File: src/rtl/jcs_pkg.sv
package jcs_pkg;

  typedef enum logic [2:0] {
    OP_IR       = 3'd0,
    OP_DR       = 3'd1,
    OP_MS_OPEN  = 3'd2,
    OP_MS_STEP  = 3'd3,
    OP_MS_CLOSE = 3'd4
  } jcs_op_e;

  typedef enum logic [2:0] {
    ST_IDLE,
    ST_HEAD,
    ST_SHIFT,
    ST_TAIL,
    ST_FIN
  } jcs_state_e;

  // TMS lead-in pattern, emitted LSB first
  function automatic logic [5:0] head_bits(input jcs_op_e op);
    case (op)
      OP_IR:       head_bits = 6'b000011;
      OP_DR:       head_bits = 6'b000001;
      OP_MS_OPEN:  head_bits = 6'b000001;
      OP_MS_STEP:  head_bits = 6'b001011;
      OP_MS_CLOSE: head_bits = 6'b000011;
      default:     head_bits = 6'b000000;
    endcase
  endfunction

  function automatic logic [2:0] head_len(input jcs_op_e op);
    case (op)
      OP_IR:      head_len = 3'd4;
      OP_MS_STEP: head_len = 3'd6;
      default:    head_len = 3'd3;
    endcase
  endfunction

  // TMS tail pattern after the last shift bit, emitted LSB first
  function automatic logic [1:0] tail_bits(input jcs_op_e op);
    case (op)
      OP_IR, OP_DR: tail_bits = 2'b01;
      default:      tail_bits = 2'b00;
    endcase
  endfunction

  function automatic logic [1:0] tail_len(input jcs_op_e op);
    case (op)
      OP_IR, OP_DR:           tail_len = 2'd2;
      OP_MS_OPEN, OP_MS_STEP: tail_len = 2'd1;
      default:                tail_len = 2'd0;
    endcase
  endfunction

  function automatic logic op_allowed(input logic [2:0] op, input logic parked);
    case (op)
      3'd0, 3'd1, 3'd2: op_allowed = !parked;
      3'd3, 3'd4:       op_allowed = parked;
      default:          op_allowed = 1'b0;
    endcase
  endfunction

endpackage

File: src/rtl/jcs_cursor.sv
// Walks the chain from the device nearest TDO (NDEV-1) down to device 0,
// tracking the bit inside the current device's segment and the packed
// payload slot of the current device.
module jcs_cursor #(
  parameter int NDEV   = 8,
  parameter int IR_LEN = 4,
  parameter int DR_LEN = 8,
  parameter int BW     = 4,
  parameter int CW     = 4
) (
  input  logic            clk,
  input  logic            rst,
  input  logic            load,
  input  logic            step,
  input  logic            ir_mode_in,
  input  logic [NDEV-1:0] mask_in,
  output logic [BW-1:0]   bitn,
  output logic [CW-1:0]   pcnt,
  output logic            dev_sel,
  output logic            last
);

  localparam int DW = $clog2(NDEV);

  logic [NDEV-1:0] mask_r;
  logic            ir_r;
  logic [DW-1:0]   dev_r;
  logic [DW-1:0]   dev_nx;
  logic [BW-1:0]   bit_r;
  logic [CW-1:0]   pcnt_r;
  logic [BW-1:0]   seg_end;
  logic            end_dev;

  function automatic int popc(input logic [NDEV-1:0] m);
    int n;
    n = 0;
    for (int i = 0; i < NDEV; i++) n += int'(m[i]);
    return n;
  endfunction

  always_comb begin
    dev_nx  = dev_r - DW'(1);
    if (ir_r)              seg_end = BW'(IR_LEN - 1);
    else if (mask_r[dev_r]) seg_end = BW'(DR_LEN - 1);
    else                   seg_end = '0;
    end_dev = (bit_r == seg_end);
  end

  always_ff @(posedge clk) begin
    if (rst) begin
      mask_r <= '0;
      ir_r   <= 1'b0;
      dev_r  <= '0;
      bit_r  <= '0;
      pcnt_r <= '0;
    end else if (load) begin
      mask_r <= mask_in;
      ir_r   <= ir_mode_in;
      dev_r  <= DW'(NDEV - 1);
      bit_r  <= '0;
      pcnt_r <= CW'(popc(mask_in)) - CW'(mask_in[NDEV-1]);
    end else if (step) begin
      if (end_dev) begin
        bit_r <= '0;
        if (dev_r != '0) begin
          dev_r  <= dev_nx;
          pcnt_r <= pcnt_r - CW'(mask_r[dev_nx]);
        end
      end else begin
        bit_r <= bit_r + BW'(1);
      end
    end
  end

  assign bitn    = bit_r;
  assign pcnt    = pcnt_r;
  assign dev_sel = mask_r[dev_r];
  assign last    = end_dev && (dev_r == '0);

endmodule

File: src/rtl/jcs_ir_bit.sv
// Picks the instruction bit for the current device: the caller's code for a
// selected device, a fallback code otherwise (clamp for boundary tests).
module jcs_ir_bit #(
  parameter int                IR_LEN      = 4,
  parameter logic [IR_LEN-1:0] CODE_BYPASS = '1,
  parameter logic [IR_LEN-1:0] CODE_CLAMP  = IR_LEN'(5),
  parameter logic [IR_LEN-1:0] CODE_EXTEST = IR_LEN'(0),
  parameter logic [IR_LEN-1:0] CODE_INTEST = IR_LEN'(9),
  localparam int               IBW         = (IR_LEN > 1) ? $clog2(IR_LEN) : 1
) (
  input  logic [IR_LEN-1:0] instr,
  input  logic              dev_sel,
  input  logic [IBW-1:0]    bitn,
  output logic              bit_o
);

  logic              boundary;
  logic [IR_LEN-1:0] fallback;
  logic [IR_LEN-1:0] code;

  always_comb begin
    boundary = (instr == CODE_EXTEST) || (instr == CODE_INTEST);
    fallback = boundary ? CODE_CLAMP : CODE_BYPASS;
    code     = dev_sel ? instr : fallback;
    bit_o    = code[bitn];
  end

endmodule

File: src/rtl/jcs_capture.sv
// Collects returned payload bits into the packed result vector.
module jcs_capture #(
  parameter int W  = 64,
  parameter int XW = 6
) (
  input  logic          clk,
  input  logic          rst,
  input  logic          clr,
  input  logic          wr,
  input  logic [XW-1:0] idx,
  input  logic          bit_i,
  output logic [W-1:0]  data
);

  always_ff @(posedge clk) begin
    if (rst)      data <= '0;
    else if (clr) data <= '0;
    else if (wr)  data[idx] <= bit_i;
  end

endmodule

File: src/rtl/jcs_seq.sv
module jcs_seq
  import jcs_pkg::*;
#(
  parameter int                NDEV        = 8,
  parameter int                IR_LEN      = 4,
  parameter int                DR_LEN      = 8,
  parameter logic [IR_LEN-1:0] CODE_BYPASS = '1,
  parameter logic [IR_LEN-1:0] CODE_CLAMP  = IR_LEN'(5),
  parameter logic [IR_LEN-1:0] CODE_EXTEST = IR_LEN'(0),
  parameter logic [IR_LEN-1:0] CODE_INTEST = IR_LEN'(9)
) (
  input  logic                   clk,
  input  logic                   rst,
  input  logic                   start,
  input  logic [2:0]             op,
  input  logic [NDEV-1:0]        sel_mask,
  input  logic [IR_LEN-1:0]      instr,
  input  logic [NDEV*DR_LEN-1:0] din,
  input  logic                   tdo,
  output logic                   tms,
  output logic                   tdi,
  output logic                   bit_valid,
  output logic                   busy,
  output logic                   done,
  output logic [NDEV*DR_LEN-1:0] dout
);

  localparam int PW    = NDEV * DR_LEN;
  localparam int XW    = $clog2(PW);
  localparam int SEGMX = (IR_LEN > DR_LEN) ? IR_LEN : DR_LEN;
  localparam int BW    = $clog2(SEGMX + 1);
  localparam int CW    = $clog2(NDEV + 1);
  localparam int IBW   = (IR_LEN > 1) ? $clog2(IR_LEN) : 1;

  jcs_state_e        state_q;
  jcs_op_e           op_q;
  logic [IR_LEN-1:0] instr_q;
  logic [PW-1:0]     din_q;
  logic [5:0]        head_q;
  logic [2:0]        head_n_q;
  logic [1:0]        tail_q;
  logic [1:0]        tail_n_q;
  logic [2:0]        cnt_q;
  logic              parked_q;
  logic              shift_q;
  logic              cap_q;
  logic [XW-1:0]     cap_idx_q;
  logic              tms_q, tdi_q, bv_q, busy_q, done_q;

  logic              accept;
  logic              cur_step;
  logic [BW-1:0]     bitn;
  logic [CW-1:0]     pcnt;
  logic              dev_sel;
  logic              seg_last;
  logic              ir_bit;
  logic [XW-1:0]     pidx;
  logic              shift_bit;
  logic              dr_kind;

  assign accept   = (state_q == ST_IDLE) && start && op_allowed(op, parked_q);
  assign cur_step = (state_q == ST_SHIFT);
  assign dr_kind  = (op_q != OP_IR);

  jcs_cursor #(
    .NDEV(NDEV), .IR_LEN(IR_LEN), .DR_LEN(DR_LEN), .BW(BW), .CW(CW)
  ) u_cursor (
    .clk       (clk),
    .rst       (rst),
    .load      (accept),
    .step      (cur_step),
    .ir_mode_in(op == 3'd0),
    .mask_in   (sel_mask),
    .bitn      (bitn),
    .pcnt      (pcnt),
    .dev_sel   (dev_sel),
    .last      (seg_last)
  );

  jcs_ir_bit #(
    .IR_LEN(IR_LEN), .CODE_BYPASS(CODE_BYPASS), .CODE_CLAMP(CODE_CLAMP),
    .CODE_EXTEST(CODE_EXTEST), .CODE_INTEST(CODE_INTEST)
  ) u_ir_bit (
    .instr  (instr_q),
    .dev_sel(dev_sel),
    .bitn   (bitn[IBW-1:0]),
    .bit_o  (ir_bit)
  );

  jcs_capture #(.W(PW), .XW(XW)) u_capture (
    .clk  (clk),
    .rst  (rst),
    .clr  (accept && (op != 3'd0)),
    .wr   (cap_q),
    .idx  (cap_idx_q),
    .bit_i(tdo),
    .data (dout)
  );

  always_comb begin
    pidx = XW'(pcnt) * XW'(DR_LEN) + XW'(bitn);
    if (!dr_kind)     shift_bit = ir_bit;
    else if (dev_sel) shift_bit = din_q[pidx];
    else              shift_bit = 1'b0;
  end

  always_ff @(posedge clk) begin
    if (rst) begin
      state_q   <= ST_IDLE;
      op_q      <= OP_IR;
      instr_q   <= '0;
      din_q     <= '0;
      head_q    <= '0;
      head_n_q  <= '0;
      tail_q    <= '0;
      tail_n_q  <= '0;
      cnt_q     <= '0;
      parked_q  <= 1'b0;
      shift_q   <= 1'b0;
      cap_q     <= 1'b0;
      cap_idx_q <= '0;
      tms_q     <= 1'b0;
      tdi_q     <= 1'b0;
      bv_q      <= 1'b0;
      busy_q    <= 1'b0;
      done_q    <= 1'b0;
    end else begin
      case (state_q)
        ST_IDLE: begin
          done_q  <= 1'b0;
          bv_q    <= 1'b0;
          tms_q   <= 1'b0;
          tdi_q   <= 1'b0;
          shift_q <= 1'b0;
          cap_q   <= 1'b0;
          if (accept) begin
            op_q     <= jcs_op_e'(op);
            instr_q  <= instr;
            din_q    <= din;
            head_q   <= head_bits(jcs_op_e'(op));
            head_n_q <= head_len(jcs_op_e'(op));
            tail_q   <= tail_bits(jcs_op_e'(op));
            tail_n_q <= tail_len(jcs_op_e'(op));
            cnt_q    <= '0;
            busy_q   <= 1'b1;
            state_q  <= ST_HEAD;
            if (op == 3'd2) parked_q <= 1'b1;
            if (op == 3'd4) parked_q <= 1'b0;
          end
        end
        ST_HEAD: begin
          bv_q    <= 1'b1;
          tms_q   <= head_q[cnt_q];
          tdi_q   <= 1'b0;
          shift_q <= 1'b0;
          cap_q   <= 1'b0;
          if (cnt_q == head_n_q - 3'd1) begin
            cnt_q   <= '0;
            state_q <= (op_q == OP_MS_CLOSE) ? ST_FIN : ST_SHIFT;
          end else begin
            cnt_q <= cnt_q + 3'd1;
          end
        end
        ST_SHIFT: begin
          bv_q      <= 1'b1;
          tms_q     <= seg_last;
          tdi_q     <= shift_bit;
          shift_q   <= 1'b1;
          cap_q     <= dr_kind && dev_sel;
          cap_idx_q <= pidx;
          if (seg_last) begin
            cnt_q   <= '0;
            state_q <= ST_TAIL;
          end
        end
        ST_TAIL: begin
          bv_q    <= 1'b1;
          tms_q   <= tail_q[cnt_q[0]];
          tdi_q   <= 1'b0;
          shift_q <= 1'b0;
          cap_q   <= 1'b0;
          if (cnt_q == 3'(tail_n_q) - 3'd1) state_q <= ST_FIN;
          else                               cnt_q   <= cnt_q + 3'd1;
        end
        ST_FIN: begin
          bv_q    <= 1'b0;
          tms_q   <= 1'b0;
          tdi_q   <= 1'b0;
          shift_q <= 1'b0;
          cap_q   <= 1'b0;
          done_q  <= 1'b1;
          busy_q  <= 1'b0;
          state_q <= ST_IDLE;
        end
        default: state_q <= ST_IDLE;
      endcase
    end
  end

  assign tms       = tms_q;
  assign tdi       = tdi_q;
  assign bit_valid = bv_q;
  assign busy      = busy_q;
  assign done      = done_q;

endmodule

File: config.mk
export PLATFORM = sky130hd
export DESIGN_NAME = jcs_seq
export DESIGN_NICKNAME = d
export VERILOG_FILES = /design/src/rtl/jcs_pkg.sv /design/src/rtl/jcs_cursor.sv /design/src/rtl/jcs_ir_bit.sv /design/src/rtl/jcs_capture.sv /design/src/rtl/jcs_seq.sv
export SDC_FILE = /design/constraint.sdc
export NUM_CORES = 1
export LEC_CHECK = 0
export ABC_CLOCK_PERIOD_IN_PS = 2900
export BUFFER_PORTS_ARGS = -buffer_cell sky130_fd_sc_hd__buf_2
export CORE_UTILIZATION = 35
export DETAILED_ROUTE_END_ITERATION = 10
export HOLD_SLACK_MARGIN = 0.1
export PLACE_DENSITY = 0.55
export SYNTH_ARGS = -nofsm -noshare
export SYNTH_HDL_FRONTEND = slang
export SYNTH_SLANG_ARGS = --single-unit
File: constraint.sdc
create_clock -name clk -period 2.9 [get_ports clk]
set_input_delay 0.145 -clock clk [delete_from_list [all_inputs] [get_ports clk]]
set_output_delay 0.145 -clock clk [all_outputs]
set_load 0.03 [all_outputs]
==> results.txt <==
The flow ran to the end, and the final reports show no timing, DRC or antenna violations. The count of endpoints failing hold in the final timing report is 0. The summed area of non-filler cells in the final layout is 10700 µm². The power density of the placed cells is 644 nW/µm². Wires add up to between 20 and 25 mm.

After detailed routing, the average wire length per cell comes to 15.7 µm. The critical path capture point type is a register. In the finished design, the share of the clock period the worst path needs comes to 94.6%. The cell area after placement is around 9300 µm².

The number of nets in the synthesized netlist came out at 1118. The commonest cells after synthesis are 197 x sky130_fd_sc_hd__nand2_1, 181 x sky130_fd_sc_hd__dfxtp_1, 170 x sky130_fd_sc_hd__a21oi_1, 76 x sky130_fd_sc_hd__nand3_1, 76 x sky130_fd_sc_hd__o21ai_0. The number of global-route vias before repair came out at 7259.

The worst endpoint required time is 3.25 ns. In the synthesized netlist the async set-or-reset flop fraction comes to 0%. Across the run, the number of max-cap violations was 0.

The via-per-instance ratio is 5.13. In the routed design, unresolved DRC markers number 0. The average cell area after synthesis came out at 8.14 µm². The static power due to leakage is 4.07 nW.

The synthesized cell area is 8290 µm². The antenna cell count is 0. The die covers 24300 µm².

The maximum level of the CTS H-tree came out at 4. TritonCTS built the clock tree. The insertion delay to the later sink of the worst-skew pair came out at 0.45 ns. The count of input and output buffers came out at 151. The worst register-to-register path has a depth of 8. The clock net in this run drives a total of 181 sinks. The class of the tightest hold or removal check is input port to register. The number of pins with negative max-slew slack in the final report is 0. The total CTS buffers came out at 17. The total setup violations reported at the end of the flow came out at 0. Fill cells in the final layout number 2307.

Static timing analysis puts the maximum clock frequency at 0.365 GHz. The number of nets with antenna violations after routing is 0. The minimum setup slack in the final design is 0.158 ns.

Along the worst hold path, the cell count comes to 2. Sorting the synthesized cells by area gives the leading types as sky130_fd_sc_hd__dfxtp_1 44%, sky130_fd_sc_hd__a21oi_1 10%, sky130_fd_sc_hd__nand2_1 8.9%. Clock-pin slew was measured on the worst setup and hold paths at 0.07 ns. The area share of the largest cell type after synthesis is 43.7%. Across the VDD grid, the largest voltage drop is 343 µV. The number of setup buffers added after CTS came out at 0. The critical path in this run is classified as input port to register. The worst setup timing slack at the placement stage came out at 0.210 ns. The net count reported at finish is 1302. The number of optimization iterations in the first detailed-route pass came out at 5.

The clock arrives with 0.0202 ns of skew. The first routing iteration left 598 violations. The post-layout minimum cycle time is 2.74 ns. The number of instances in the synthesized netlist is 1018.

Power comes to roughly 6.9 mW. The chip height is ~160 µm. The maximum number of pins on one net before global-route repair came out at 84. At the pin with the least slew margin, the transition time is 1.16 ns. The worst setup path is launched from an input port. The global-route wire length before repair is 38.4 mm. The I/O pin count came out at roughly 150.

Once the floorplan was initialized, standard cells occupied 36.2% of the core. The deepest clock path buffer count is 2. Detailed placement finished with a half-perimeter wire length of 15.3 mm. The primary flip-flop cell chosen by synthesis mapping is sky130_fd_sc_hd__dfxtp_1. The root cell of the clock tree is sky130_fd_sc_hd__clkbuf_16.

For this run the aggregate overflow at the end of global routing stands at 0. The chip width is 156 µm. The routability congestion estimate from global placement came out at around 0.76.

From synthesis to final layout, the design area changed by 29.3%. The synthesis-stage register bit count came out at 181. The number of antenna violations at the first check in global routing came out at 0. The most instantiated library cell after synthesis is sky130_fd_sc_hd__nand2_1. The core region is approximately 23000 µm². The number of distinct library cell variants in the gate-level netlist after synthesis is 62. The tightest slew margin relative to the limit is 22.9%. The number of enable-type register cells in the synthesized netlist came out at 0. Row generation in the floorplan step produced 55 rows.

Across all layers, the routed design uses 7842 vias. For this run, the number of Yosys warnings is 0. The global-route total usage across every layer came out at 20.1%. The maximum net fanout on the critical path is 4.

The fraction of final layout cells sized beyond drive strength 1 came out at 19.1%. Data on the critical path arrives at its endpoint at 3.09 ns. The most area-hungry cell type in the Yosys netlist is sky130_fd_sc_hd__dfxtp_1. The share of synthesized area occupied by flip-flops and latches is 43.7%.
[where the power goes]
group	switching [mW]	internal (mW)	leakage [nW]
Sequential	0.180	2.68	1.47
Combinational	0.970	0.672	2.30
Clock	1.20	1.19	0.300
[layout by cell type, fill, tap and decap left out, types with 4 or more instances in the layout]
cell | netlist | layout
sky130_fd_sc_hd__nand2_1 | 197 | 197
sky130_fd_sc_hd__dfxtp_1 | 181 | 181
sky130_fd_sc_hd__a21oi_1 | 170 | 170
sky130_fd_sc_hd__buf_2 | 15 | 148
sky130_fd_sc_hd__dlygate4sd3_1 | 0 | 78
sky130_fd_sc_hd__nand3_1 | 76 | 76
sky130_fd_sc_hd__o21ai_0 | 76 | 75
sky130_fd_sc_hd__nor2_1 | 30 | 29
sky130_fd_sc_hd__inv_1 | 23 | 23
sky130_fd_sc_hd__nor3_1 | 21 | 21
sky130_fd_sc_hd__clkbuf_16 | 0 | 17
sky130_fd_sc_hd__mux4_2 | 14 | 14
sky130_fd_sc_hd__ha_1 | 14 | 14
sky130_fd_sc_hd__buf_4 | 1 | 14
sky130_fd_sc_hd__xnor2_1 | 12 | 11
sky130_fd_sc_hd__nor2b_1 | 10 | 10
sky130_fd_sc_hd__mux2i_1 | 10 | 10
sky130_fd_sc_hd__mux2_2 | 7 | 7
sky130_fd_sc_hd__nand3b_1 | 6 | 6
sky130_fd_sc_hd__and3_1 | 6 | 6
sky130_fd_sc_hd__nand2b_1 | 6 | 6
sky130_fd_sc_hd__or3_1 | 6 | 6
sky130_fd_sc_hd__a31oi_1 | 6 | 6
sky130_fd_sc_hd__clkinv_8 | 0 | 6
sky130_fd_sc_hd__a211oi_1 | 5 | 5
sky130_fd_sc_hd__nor3b_1 | 5 | 5
sky130_fd_sc_hd__o211ai_1 | 4 | 4
sky130_fd_sc_hd__buf_12 | 0 | 4
[worst max-delay path, cell delays in order]
cell	delay [ns]
sky130_fd_sc_hd__dlygate4sd3_1	0.60
sky130_fd_sc_hd__ha_1	0.31
sky130_fd_sc_hd__xnor2_1	0.18
sky130_fd_sc_hd__xnor2_1	0.12
sky130_fd_sc_hd__fa_1	0.54
sky130_fd_sc_hd__fa_2	0.19
sky130_fd_sc_hd__inv_1	0.05
sky130_fd_sc_hd__fa_2	0.38
sky130_fd_sc_hd__xnor2_2	0.15
sky130_fd_sc_hd__xnor2_1	0.16
sky130_fd_sc_hd__nor2_1	0.06
sky130_fd_sc_hd__a311oi_1	0.20
[final cells by class]
class	count	area (µm²)	share of cell area [%]
multi-input cells	734	4270	39.8
flip-flops and latches	181	3620	33.8
repair buffers	245	1720	16.0
clock buffers	17	425	3.97
well taps	313	392	3.65
clock inverters	15	201	1.88
inverters	23	86.3	0.806
[metal layers]
| layer | global-route usage, % | share of wire (%) | wire [µm] | vias to the layer above |
|---|---|---|---|---|
| li1 | - | - | - | 3925 |
| met1 | 27.1 | 46 | 11000 | 3693 |
| met2 | 33.1 | 48 | 11600 | 207 |
| met3 | 3.61 | 4.6 | 1110 | 17 |
| met4 | 5.00 | 1.0 | 244 | 0 |
| met5 | 0 | 0 | 0 | - |
[flip-flops by register name (all words and copies together) (netlist names)]
name / count
u_cursor.mask_r: 8
cap_idx_q: 6
tms: 1
u_cursor.bitn: 4
cnt_q: 3
head_q: 3
tdi: 1
u_cursor.pcnt: 3
bit_valid: 1
op_q: 3
u_cursor.ir_r: 1
din_q: 64
done: 1
busy: 1
tail_n_q: 2
u_capture.data: 64
u_cursor.dev_r: 3
head_n_q: 3
parked_q: 1
state_q: 3
cap_q: 1
instr_q: 4
[through the flow]
step	TNS [ns]	util, %	cells	hold WS [ns]
floorplan	0	-	1018	0.281
global placement	0	40.6	1419	0.388
detailed placement	0	40.6	1419	0.390
CTS	0	46.7	1530	0.108
global route	-0.00617	46.8	1528	0.131
finish	0	46.8	1528	0.113
[repair_timing]
item / CTS / global route
endpoints found under the hold margin: 82 / 0
gates resized for setup: 0 / 4
hold buffers: 79 / 0
setup endpoints to repair: 0 / 1
[cells by family (layout without fill, tap and decap cells)]
logic type	after synthesis	count (layout)	share of synthesized area (%)
AND/OR/NAND/NOR	381	381	20.9
AO/OA/AOI/OAI	286	286	18.7
flip-flops	181	181	43.7
buffers and inverters	103	300	5.30
multiplexers	35	35	6.91
adder cells (fa/ha/maj)	17	17	2.84
XOR/XNOR	15	15	1.59
[worst paths after layout]
check                                   endpoint              start  slack [ns]
worst max-delay path            u_cursor.pcnt[2]        sel_mask[7]        0.16
worst min-delay path                   head_q[0]                rst        0.11
worst max register to register  u_cursor.pcnt[2]  u_cursor.dev_r[0]        0.47
worst min register to register         din_q[45]          din_q[45]        0.45
Power figures use the tool's default switching activity.
